--- config.mk ---
export PLATFORM = sky130hd
export DESIGN_NAME = dotmatrix_serial_if
export DESIGN_NICKNAME = d
export VERILOG_FILES = /design/src/rtl/dsi_pkg.sv /design/src/rtl/dsi_loader.sv /design/src/rtl/dsi_dout_mux.sv /design/src/rtl/dsi_refresh.sv /design/src/rtl/dotmatrix_serial_if.sv
export SDC_FILE = /design/constraint.sdc
export NUM_CORES = 1
export LEC_CHECK = 0
export BUFFER_PORTS_ARGS = -buffer_cell sky130_fd_sc_hd__buf_2
export CORE_MARGIN = 8
export CORE_UTILIZATION = 29
export CTS_CLUSTER_SIZE = 20
export DETAILED_ROUTE_END_ITERATION = 8
export HOLD_SLACK_MARGIN = 0.15
export RECOVER_POWER = 50
export SLEW_MARGIN = 20
export SYNTH_ARGS = -nofsm -noshare
export SYNTH_HDL_FRONTEND = slang
export SYNTH_HIERARCHICAL = 1
export SYNTH_SLANG_ARGS = --single-unit
--- constraint.sdc ---
create_clock -name clk -period 1.87 [get_ports clk]
set_input_delay 0.374 -clock clk [delete_from_list [all_inputs] [get_ports clk]]
set_output_delay 0.374 -clock clk [all_outputs]
set_load 0.01 [all_outputs]
--- src/rtl/dsi_pkg.sv ---
package dsi_pkg;
    typedef enum logic [1:0] {
        S_IDLE,
        S_DOT,
        S_CTRL
    } load_state_t;

    localparam int CMD_BITS  = 8;
    localparam int WORD_SEL  = 7;
    localparam int FLAG_SIM  = 0;
    localparam int FLAG_PRE  = 1;
    localparam int BRIGHT_W  = 7;
endpackage

--- src/rtl/dsi_loader.sv ---
module dsi_loader
    import dsi_pkg::*;
#(
    parameter int DOTS = 160
) (
    input  logic                clk,
    input  logic                rst_n,
    input  logic                din,
    input  logic                ce,
    input  logic                rs,
    output logic                ctrl_sel,
    output logic                dot_tail,
    output logic                ctrl_tail,
    output logic [DOTS-1:0]     dot_data,
    output logic [BRIGHT_W-1:0] bright_word,
    output logic                dout_simul,
    output logic                osc_prescale
);
    load_state_t state_q, state_d;
    logic [DOTS-1:0]     dot_sr;
    logic [CMD_BITS-1:0] cmd_sr;
    logic shift_dot, shift_cmd, commit_dot, commit_cmd;

    // next-state logic
    always_comb begin
        state_d = state_q;
        unique case (state_q)
            S_IDLE:  if (!ce) state_d = rs ? S_CTRL : S_DOT;
            S_DOT:   if (ce)  state_d = S_IDLE;
            S_CTRL:  if (ce)  state_d = S_IDLE;
            default: state_d = S_IDLE;
        endcase
    end

    assign ctrl_sel   = (state_q == S_CTRL) || ((state_q == S_IDLE) && !ce && rs);
    assign shift_dot  = !ce && !ctrl_sel;
    assign shift_cmd  = !ce && ctrl_sel;
    assign commit_dot = ce && (state_q == S_DOT);
    assign commit_cmd = ce && (state_q == S_CTRL);
    assign dot_tail   = dot_sr[DOTS-1];
    assign ctrl_tail  = cmd_sr[CMD_BITS-1];

    // state register
    always_ff @(posedge clk) begin
        if (!rst_n) state_q <= S_IDLE;
        else        state_q <= state_d;
    end

    // shift chains
    always_ff @(posedge clk) begin
        if (!rst_n) begin
            dot_sr <= '0;
            cmd_sr <= '0;
        end else begin
            if (shift_dot) dot_sr <= {dot_sr[DOTS-2:0], din};
            if (shift_cmd) cmd_sr <= {cmd_sr[CMD_BITS-2:0], din};
        end
    end

    // latched outputs
    always_ff @(posedge clk) begin
        if (!rst_n) begin
            dot_data     <= '0;
            bright_word  <= '0;
            dout_simul   <= 1'b0;
            osc_prescale <= 1'b0;
        end else begin
            if (commit_dot) dot_data <= dot_sr;
            if (commit_cmd) begin
                if (cmd_sr[WORD_SEL]) begin
                    dout_simul   <= cmd_sr[FLAG_SIM];
                    osc_prescale <= cmd_sr[FLAG_PRE];
                end else begin
                    bright_word  <= cmd_sr[BRIGHT_W-1:0];
                end
            end
        end
    end
endmodule

--- src/rtl/dsi_dout_mux.sv ---
module dsi_dout_mux (
    input  logic ctrl_sel,
    input  logic simul,
    input  logic din,
    input  logic dot_tail,
    input  logic ctrl_tail,
    output logic dout
);
    always_comb begin
        if (ctrl_sel) dout = simul ? din : ctrl_tail;
        else          dout = dot_tail;
    end
endmodule

--- src/rtl/dsi_refresh.sv ---
module dsi_refresh #(
    parameter int FRAME_TICKS = 512,
    parameter int PRESCALE    = 8
) (
    input  logic clk,
    input  logic rst_n,
    input  logic is_master,
    input  logic osc_local,
    input  logic osc_ext,
    input  logic prescale,
    output logic osc_out,
    output logic frame_pulse
);
    localparam int FRAME_W = $clog2(FRAME_TICKS);
    localparam logic [FRAME_W-1:0] FRAME_LAST = FRAME_W'(FRAME_TICKS - 1);

    logic sel_tick, disp_tick;
    logic [FRAME_W-1:0] frame_q;

    assign sel_tick = is_master ? osc_local : osc_ext;
    assign osc_out  = sel_tick;

    generate
        if (PRESCALE > 1) begin : g_div
            localparam int PRE_W = $clog2(PRESCALE);
            localparam logic [PRE_W-1:0] PRE_LAST = PRE_W'(PRESCALE - 1);
            logic [PRE_W-1:0] pre_q;
            logic use_div;
            assign use_div   = !is_master && prescale;
            assign disp_tick = sel_tick && (!use_div || (pre_q == PRE_LAST));
            always_ff @(posedge clk) begin
                if (!rst_n)                   pre_q <= '0;
                else if (use_div && sel_tick) pre_q <= (pre_q == PRE_LAST) ? '0 : pre_q + 1'b1;
            end
        end else begin : g_nodiv
            logic unused_pre;
            assign unused_pre = prescale;
            assign disp_tick  = sel_tick;
        end
    endgenerate

    always_ff @(posedge clk) begin
        if (!rst_n) begin
            frame_q     <= '0;
            frame_pulse <= 1'b0;
        end else begin
            frame_pulse <= disp_tick && (frame_q == FRAME_LAST);
            if (disp_tick) frame_q <= (frame_q == FRAME_LAST) ? '0 : frame_q + 1'b1;
        end
    end
endmodule

--- src/rtl/dotmatrix_serial_if.sv ---
module dotmatrix_serial_if
    import dsi_pkg::*;
#(
    parameter int DOTS        = 160,
    parameter int FRAME_TICKS = 512,
    parameter int PRESCALE    = 8
) (
    input  logic                clk,
    input  logic                rst_n,
    input  logic                din,
    input  logic                ce,
    input  logic                rs,
    input  logic                blank,
    input  logic                is_master,
    input  logic                osc_local,
    input  logic                osc_ext,
    output logic                dout,
    output logic                osc_out,
    output logic                frame_pulse,
    output logic                drive_en,
    output logic [DOTS-1:0]     dot_data,
    output logic [BRIGHT_W-1:0] bright_word,
    output logic                dout_simul,
    output logic                osc_prescale
);
    logic ctrl_sel, dot_tail, ctrl_tail;

    dsi_loader #(.DOTS(DOTS)) u_loader (
        .clk(clk), .rst_n(rst_n), .din(din), .ce(ce), .rs(rs),
        .ctrl_sel(ctrl_sel), .dot_tail(dot_tail), .ctrl_tail(ctrl_tail),
        .dot_data(dot_data), .bright_word(bright_word),
        .dout_simul(dout_simul), .osc_prescale(osc_prescale)
    );

    dsi_dout_mux u_mux (
        .ctrl_sel(ctrl_sel), .simul(dout_simul), .din(din),
        .dot_tail(dot_tail), .ctrl_tail(ctrl_tail), .dout(dout)
    );

    dsi_refresh #(.FRAME_TICKS(FRAME_TICKS), .PRESCALE(PRESCALE)) u_refresh (
        .clk(clk), .rst_n(rst_n), .is_master(is_master),
        .osc_local(osc_local), .osc_ext(osc_ext), .prescale(osc_prescale),
        .osc_out(osc_out), .frame_pulse(frame_pulse)
    );

    assign drive_en = !blank;
endmodule

; ---- Word level (Yosys, flattened, before mapping)
; Index checks and enable logic that the tools add are counted.
[classes]
n_eq_ne = 6
bitwise_logic = 1
reduce_logical = 22
n_mux = 9
n_addsub = 2
[ops]
columns = op, n
row1 = $logic_and 1x1->1, 10
row2 = $add 9x1->9 const B, 1
row3 = $eq 9x9->1 const B, 1
row4 = $mux 9, 1
row5 = $mux 2, 3
row6 = $reduce_and 2->1, 3
row7 = $logic_not 1->1, 5
row8 = $pmux 2 s2, 1
row9 = $add 3x1->3 const B, 1
row10 = $eq 3x3->1 const B, 1
row11 = $mux 1, 3
row12 = $mux 3, 1
row13 = $eq 2x1->1 const B, 1
row14 = $eq 2x2->1 const B, 1
row15 = $logic_not 2->1, 1
row16 = $logic_or 1x1->1, 2
row17 = $ne 2x1->1 const B, 1
row18 = $ne 2x2->1 const B, 1
row19 = $reduce_or 2->1, 1
row20 = $not 1->1, 1
[word_totals]
input_bits = 9
wordCells = 50
ff_bits = 352

; ---- Depth between registers and ports, before layout
; Gate-level depths: netlist of run 1.
[depth]
ltp_word = 6
depth_mapped = 8
mapped_depth_nobuf = 6

; ---- Modules after synthesis
; The synthesis of run 1 kept the hierarchy.
[by_module_without_submodules]
columns = mod, n_inst, area_per_inst_um2, cells_each
row1 = dsi_loader, 1, 12450.7, 1483
row2 = dsi_refresh, 1, 696.9, 75
row3 = dsi_dout_mux, 1, 18.8, 3
row4 = dotmatrix_serial_if, 1, 3.8, 1

; ---- Worst setup path after synthesis of run 1
; Ideal clock, no wire load.
[synth_timing]
path_type = register to register
start = register u_refresh.frame_q[3]
end = register u_refresh.frame_q[5]
setup_ns = 0.076
stages_incl_launch_ff = 7
arrival_ns = 1.702
required_time_ns = 1.794
path_buffers = 1
slack_ns = 0.092
cell_sequence = dfxtp_1 > and4_1 > and4_1 > ha_1 > clkbuf_1 > or4_1 > a21boi_0
[synth_between]
elab_chain_len = 2
elab_cells_between_ends = 3
[synth_rtl]
columns = element, line
row1 = from (decl), dsi_refresh.sv:18  ; logic [FRAME_W-1:0] frame_q;
row2 = from (signal assigned), dsi_refresh.sv:48  ; if (disp_tick) frame_q <= (frame_q == FRAME_LAST) ? '0 : frame_q + 1'b1;
row3 = $add 9x1->9 or $eq 9x9->1 (tied branches), dsi_refresh.sv:48
row4 = $mux 9 *, dsi_refresh.sv:48
; Mark *: on every way between the ends. The rest lies on a longest branch, timed or not.
; A chain may end at the register's enable or synchronous reset.

; ---- Final worst setup path of run 1
[layout_timing]
start = register u_loader.state_q[0]
end = output dout
[layout_between]
elab_chain_len = 5
elab_cells_between_ends = 6
[layout_rtl]
columns = element, line
row1 = from (decl), dsi_loader.sv:19  ; load_state_t state_q, state_d;
row2 = from (signal assigned), dsi_loader.sv:46  ; else state_q <= state_d;
row3 = $logic_not 2->1, dsi_loader.sv:35  ; assign ctrl_sel = (state_q == S_CTRL) || ((state_q == S_IDLE) && !ce && rs);
row4 = $logic_and 1x1->1 (2 in a row), dsi_loader.sv:35
row5 = $logic_or 1x1->1 *, dsi_loader.sv:35
row6 = net ctrl_sel, dotmatrix_serial_if.sv:26  ; logic ctrl_sel, dot_tail, ctrl_tail;
row7 = $mux 1 *, dsi_dout_mux.sv:10  ; if (ctrl_sel) dout = simul ? din : ctrl_tail;
row8 = to (decl), dotmatrix_serial_if.sv:17  ; output logic dout,
; Mark *: on every way through the listed nets, which the timed path passes. The rest lies on a longest branch.

==> results of run 1 <==
[metrics by stage]
stage | TNS (ns) | hold slack (ns)
2_1_floorplan | 0 | 0.442
4_1_cts | -0.262 | 0.191
3_3_place_gp | 0 | 0.448
6_report | -0.116 | 0.239
3_5_place_dp | 0 | 0.454
5_1_grt | -2.23 | 0.231
[worst paths after layout]
path                                                          from                                 end  slack, ns  depth (start not counted)
worst max-delay path              u_loader/state_q[0]$_SDFFE_PN0P_                                dout      -0.12                          7
worst min register to register  u_loader/dot_data[72]$_SDFFE_PN0P_  u_loader/dot_data[72]$_SDFFE_PN0P_       0.46                          2
worst max register to register    u_loader/state_q[1]$_SDFFE_PN0P_    u_loader/dot_sr[81]$_SDFFE_PN0P_       0.02                         10
worst min-delay path                                         rst_n    u_loader/dot_sr[51]$_SDFFE_PN0P_       0.24                          3
[power by group through the flow]
stage          clock network [uW]  logic [uW]  registers (uW)
3_3_place_gp                    0         719            7690
5_1_grt                      8560        1020            7520
4_1_cts                      8240         752            7520
6_report                     7980         940            7520
2_1_floorplan                   0         568            7680
3_5_place_dp                    0         730            7690
[placed cells by master, fill, tap and decap left out, types with 2 or more instances in the layout]
cell,synthesis,routed
bufinv_16,0,4
clkinv_2,0,5
nand3b_1,3,3
buf_16,0,3
clkinvlp_4,0,2
dfxtp_1,352,350
ha_4,0,3
o21ai_1,30,35
buf_6,12,5
buf_12,0,12
and3b_1,3,3
a21oi_1,4,3
o21ai_0,137,131
mux2i_1,20,20
a21boi_0,164,164
or4_1,3,3
inv_1,4,2
nor2_1,3,2
dfxtp_2,0,2
buf_8,0,3
nand2_4,0,2
nor2_2,1,2
clkbuf_16,0,46
a32o_1,3,3
nand3_1,163,162
nor2b_1,15,15
a32oi_1,2,2
nand2_1,498,496
a31oi_1,2,2
a21boi_1,2,2
and3_1,3,3
buf_2,23,179
buf_4,12,22
clkbuf_8,0,10
ha_1,8,5
clkbuf_1,80,8
[per-layer routing]
layer / vias to the layer above / part of all wire
li1: 5483 / -
met1: 4928 / 0.46
met2: 198 / 0.46
met3: 45 / 0.056
met4: 0 / 0.020
met5: - / 0
[cell families (layout without fill, tap and decap cells)]
kind of cell,Yosys count,in the layout,share of synthesized area
AND/OR/NAND/NOR,698,698,0.223
flip-flops,352,352,0.535
buffers and inverters,136,307,0.0516
AO/OA/AOI/OAI,347,347,0.167
adder cells (fa/ha/maj),8,8,0.00760
multiplexers,21,21,0.0161
[critical path, stage by stage (launching register included)]
cell and delay (ns):
dfxtp_2 0.34, inv_4 0.08, ha_4 0.15, nand2_4 0.06
o21bai_4 0.13, nor2_2 0.05, a21oi_2 0.12, buf_2 0.15
[area by class of cell]
class | instances | share of cell area
Clock buffer | 57 | 0.0712
Clock inverter | 14 | 0.0119
Inverter | 4 | 0.00107
Multi-Input combinational cell | 1074 | 0.338
Sequential cell | 352 | 0.431
Tap cell | 600 | 0.0459
Timing Repair Buffer | 232 | 0.101
[sequential cells by signal, summed over array words and instances (netlist names)]
register	flops
u_refresh/g_div.pre_q	3
u_loader/dot_sr	160
u_loader/osc_prescale	1
u_loader/cmd_sr	8
u_refresh/frame_q	9
u_loader/dout_simul	1
u_loader/bright_word	7
u_refresh/frame_pulse	1
u_loader/dot_data	160
u_loader/state_q	2
[timing repair]
| action | in CTS | in global routing |
|---|---|---|
| gates cloned | 0 | 7 |
| hold endpoints to repair | 2 | 0 |
| hold buffers | 1 | 0 |
| pin swaps | 3 | 4 |
| setup buffers | 3 | 11 |
| endpoints found under the setup margin | 1 | 19 |
| resized for setup | 10 | 28 |
==> metrics.md, run 1 <==
| Metric | Value |
|---|---|
| Height of the chip | 229 um |
| Gr busiest metal | met2 |
| Design area | 16400 sq um |
| Run status | finished, violations left |
| Die area | 52500 sq um |
| Fin crit period | 1.99 ns |
| Remaining Overflow, GRT | 0 |
| Ys Warns | 6 |
| Clk pwr share | 0.485 |
| Synthesized cell area | 13200 sq um |
| Final hold violation count | 0 |
| Startpoint Class | flop |
| DRT iter0 DRCs | 667 |
| Syn_area_per_cell | 8.43 sq um |
| CTS tree | done |
| Worst vdd ir | 665 uV |
| Largest fanout on the critical path | 2 |
| Gp weighted congestion | 0.705 |
| Multi-input gate area | 5530 sq um |
| Number of fill cells in the layout | 4640 |
| Crit. End Element | output port |
| Diodes inserted | 0 |
| Via count | 10.7k |
| FMAX | 504 MHz |
| Non-filler cells, final | 2333 |
| DP Area | 14600 sq um |
| Post-synth cell types | 36 |
| CP Class | reg2out |
| GRT met3 Usage | 0.0357 |
| Post-route ant nets | 0 |
| Top cells by count, synth | 498 x nand2_1, 352 x dfxtp_1, 164 x a21boi_0, 163 x nand3_1, 137 x o21ai_0 |
| WP data arrival | 1.61 ns |
| CTS Buf Count | 39 |
| # clock sinks | 352 |
| Relative slew slack | 0.681 |
| Slew of the pin with the lowest slew margin | 0.477 ns |
| Die W | 229 um |
| Vias in the first global route | 9864 |
| Combinational share of power | 0.057 |
| Setup ws final | -0.116 ns |
| Total power | 16400 uW |
| DRC | 0 |
| Placed Cells incl. Taps | 2241 |
| Largest area contributor in the netlist | dfxtp_1 |
| Initial antenna violation count | 0 |
| Global routing usage on met2 | 0.182 |
| DRT Pass-1 Iters | 5 |
| Area Growth Syn to Fin | 24.2% |
| Via density | 4.57 |
| Pint | 12800 uW |
| Max-Cap Viols | 0 |
| Crit path required time | 1.50 ns |
| Final period utilization | 1.06 |
| Unrepaired setup endpoints after global routing | yes |
| #FFs+latches synth | 352 |
| EDFF count, synth | 0 |
| Most frequent cell after synthesis | nand2_1 |
| Ys async rst share | 0 |
| Largest net degree at the start of global routing | 99 |
| Failing checks | negative setup slack |
| IO Count | 182 |
| First-pass GRT wire length | 50900 um |
| HPWL Detailed | 20000 um |
| Switching share of power | 0.225 |
| Switch Pwr | 3690 uW |
| Syn Nets | 1579 |
| Clock transition at the registers of the reported paths | 0.06 ns |
| GR Util All Layers | 0.113 |
| Clk root buf | clkbuf_16 |
| Clk Latency, worst-skew pair | 0.55 ns |
| LEAKAGE | 0.00608 uW |
| Setup Viol. Count Final | 1 |
| Fin util | 0.363 |
| Clock Skew | 0.0187 ns |
| Sequential share of power | 0.457 |
| Synth Flop Type | dfxtp_1 |
| Power Density | 1010 nW/um^2 |
| Core Footprint | 45100 sq um |
| # port buffers | 181 |
| Post-synthesis sequential area ratio | 0.535 |
| Synth area leaders | dfxtp_1 54%, nand2_1 14%, a21boi_0 9.3%, nand3_1 6.2%, o21ai_0 5.2% |
| Average wire per standard cell | 14.0 um |
| H-tree depth | 2 |
| Final Routed Wirelength | 32600 um |
| Reg area | 7050 sq um |
| Mapped Cells | 1562 |
| Routing usage on met1 | 0.143 |
| Post-synth top area share | 0.535 |
| Slew Viols, Final | 0 |
| Share of layout cells above drive strength 1 | 0.182 |
| DP Worst Slack | 0.0171 ns |
| # rows | 78 |
| Hold Path Class | in2reg |
| Initial Util | 0.292 |
| Clock Path Buffers | 3 |
| Fin nets | 1720 |
No activity file was read; power rests on OpenSTA's default activity.
==> run 2, diff against run 1 <==
- SKIP_CTS_REPAIR_TIMING: not set -> 1
==> metrics.md, run 2 (synthesis gave the netlist of run 1 again) <==
| Metric | Value |
|---|---|
| Run status | finished, violations left |
| Failing checks | negative setup slack |
| Largest fanout on the critical path | 3 (+1) |
| Number of fill cells in the layout | 4656 (+0.34%) |
| IO Count | 182 (unchanged) |
| Slew Viols, Final | 0 (unchanged) |
| Final period utilization | 1.08 (+0.0178) |
| Height of the chip | 229 um (unchanged) |
| Most common cell after layout, fill and taps aside | nand2_1 |
| Max-Cap Viols | 0 (unchanged) |
| Die area | 52500 sq um (unchanged) |
| WP data arrival | 1.65 ns (+0.04 ns) |
| DRC | 0 (unchanged) |
| CP Class | reg2out |
| # port buffers | 181 (unchanged) |
| # clock sinks | 352 (unchanged) |
| Multi-input gate area | 5520 sq um (-0.16%) |
| Clock Skew | 0.0230 ns (+0.00435 ns) |
| Fin crit period | 2.02 ns (+0.0333 ns) |
| Area Growth Syn to Fin | 22.1% |
| Die W | 229 um (unchanged) |
| Hold slack | 0.240 ns (+0.000651 ns) |
| Fin util | 0.357 (-0.00605) |
| CTS tree | done |
| Startpoint Class | flop |
| Average wire per standard cell | 13.5 um (-3.8%) |
| GR Util All Layers | 0.112 (-0.000524) |
| Power Density | 1010 nW/um^2 (+0.69%) |
| Remaining Overflow, GRT | 0 (unchanged) |
| Largest net degree at the start of global routing | 99 (unchanged) |
| Post-route ant nets | 0 (unchanged) |
| Initial antenna violation count | 0 (unchanged) |
| Gp weighted congestion | 0.705 (unchanged) |
| Most frequent cells in the layout | 496 x nand2_1, 350 x dfxtp_1, 178 x buf_2 |
| Clock Path Buffers | 3 (unchanged) |
| Diodes inserted | 0 (unchanged) |
| DRT iter0 DRCs | 641 (-3.9%) |
| Relative slew slack | 0.685 (+0.00363) |
| # rows | 78 (unchanged) |
| Via density | 4.56 (-0.16%) |
| Setup ws final | -0.149 ns (-0.0333 ns) |
| DRT Pass-1 Iters | 5 (unchanged) |
| Largest regs | u_loader/dot_data (160), u_loader/dot_sr (160), u_refresh/frame_q (9) |
| Setup Viol. Count Final | 1 (unchanged) |
| Unrepaired setup endpoints after global routing | yes |
| H-tree depth | 2 (unchanged) |
| Worst vdd ir | 543 uV (-18%) |
| CTS Buf Count | 39 (unchanged) |
| FMAX | 495 MHz (-1.6%) |
| LEAKAGE | 0.00594 uW (-2.3%) |
| Initial Util | 0.292 (unchanged) |
| Final Routed Wirelength | 31200 um (-4.5%) |
| Fin nets | 1704 (-0.93%) |
| Final hold violation count | 0 (unchanged) |
| Hold Path Class | in2reg |
| Clk Latency, worst-skew pair | 0.55 ns (about the same) |
| First-pass GRT wire length | 50600 um (-0.46%) |
| Reg area | 7050 sq um (unchanged) |
| Crit path required time | 1.50 ns (about the same) |
| Share of layout cells above drive strength 1 | 0.173 (-0.00937) |
| Crit. End Element | output port |
| Vias in the first global route | 9824 (-0.41%) |
| Slew of the pin with the lowest slew margin | 0.471 ns (-0.00543 ns) |
| HPWL Detailed | 20000 um (unchanged) |
| Clk root buf | clkbuf_16 |
| Core Footprint | 45100 sq um (unchanged) |
| Total power | 16300 uW (-0.99%) |
| Clock transition at the registers of the reported paths | 0.06 ns (about the same) |
| Via count | 10.6k (-0.84%) |
==> run 2: cell types whose count changed in the layout (fill, tap and decap cells not counted), sizes merged <==
| cell | delta |
|---|---|
| buf | -12 |
| clkbuf | -4 |
==> run 2: metrics by stage <==
step	instances	area, sq um	worst slack, ns	setup TNS [ns]
floorplan	1562	13200	0.0921	0
global placement	2241	14600	0.104	0
detailed placement	2241	14600	0.0171	0
CTS	2312	15900	-0.464	-0.464
global route	2317	16100	-0.260	-0.260
finish	2317	16100	-0.149	-0.149
==> run 2: worst paths after layout <==
| kind | slack [ns] | cells past startpoint | endpoint | startpoint |
|---|---|---|---|---|
| max | -0.15 | 7 | dout | u_loader/state_q[1]$_SDFFE_PN0P_ |
| min | 0.24 | 3 | u_loader/dot_sr[51]$_SDFFE_PN0P_ | rst_n |
| max reg2reg | 0.09 | 6 | u_refresh/frame_q[5]$_SDFFE_PN0P_ | u_refresh/g_div.pre_q[0]$_SDFFE_PN0P_ |
| min reg2reg | 0.46 | 2 | u_loader/dot_data[72]$_SDFFE_PN0P_ | u_loader/dot_data[72]$_SDFFE_PN0P_ |
==> run 2: worst max-delay path: stages (launching register included) <==
cell and delay, ns:
dfxtp_2 0.34, inv_2 0.09, ha_4 0.16, nand2_4 0.06
o21bai_4 0.16, nor2_2 0.05, a21oi_2 0.12, buf_2 0.15
==> run 2: per-layer routing <==
| metal | global-route usage | part of all wire | wire [um] |
|---|---|---|---|
| met2 | 0.180 | 0.46 | 14200 |
| met1 | 0.143 | 0.47 | 14500 |
| met3 | 0.0357 | 0.058 | 1820 |
| met5 | 0 | 0 | 0 |
| met4 | 0.0323 | 0.019 | 595 |
==> run 2: report_power, final <==
part | leakage [uW] | internal, uW | switching (uW) | total, uW
combinational | 0.00244 | 252 | 534 | 786
sequential | 0.00284 | 7510 | 11.2 | 7520
clock | 0.000665 | 4890 | 3080 | 7970
==> run 2: final cells by class <==
type,instances,share of cell area
Inverter,4,0.00109
Tap cell,600,0.0467
Clock inverter,14,0.0121
Multi-Input combinational cell,1074,0.343
Clock buffer,57,0.0724
Timing Repair Buffer,216,0.0861
Sequential cell,352,0.438
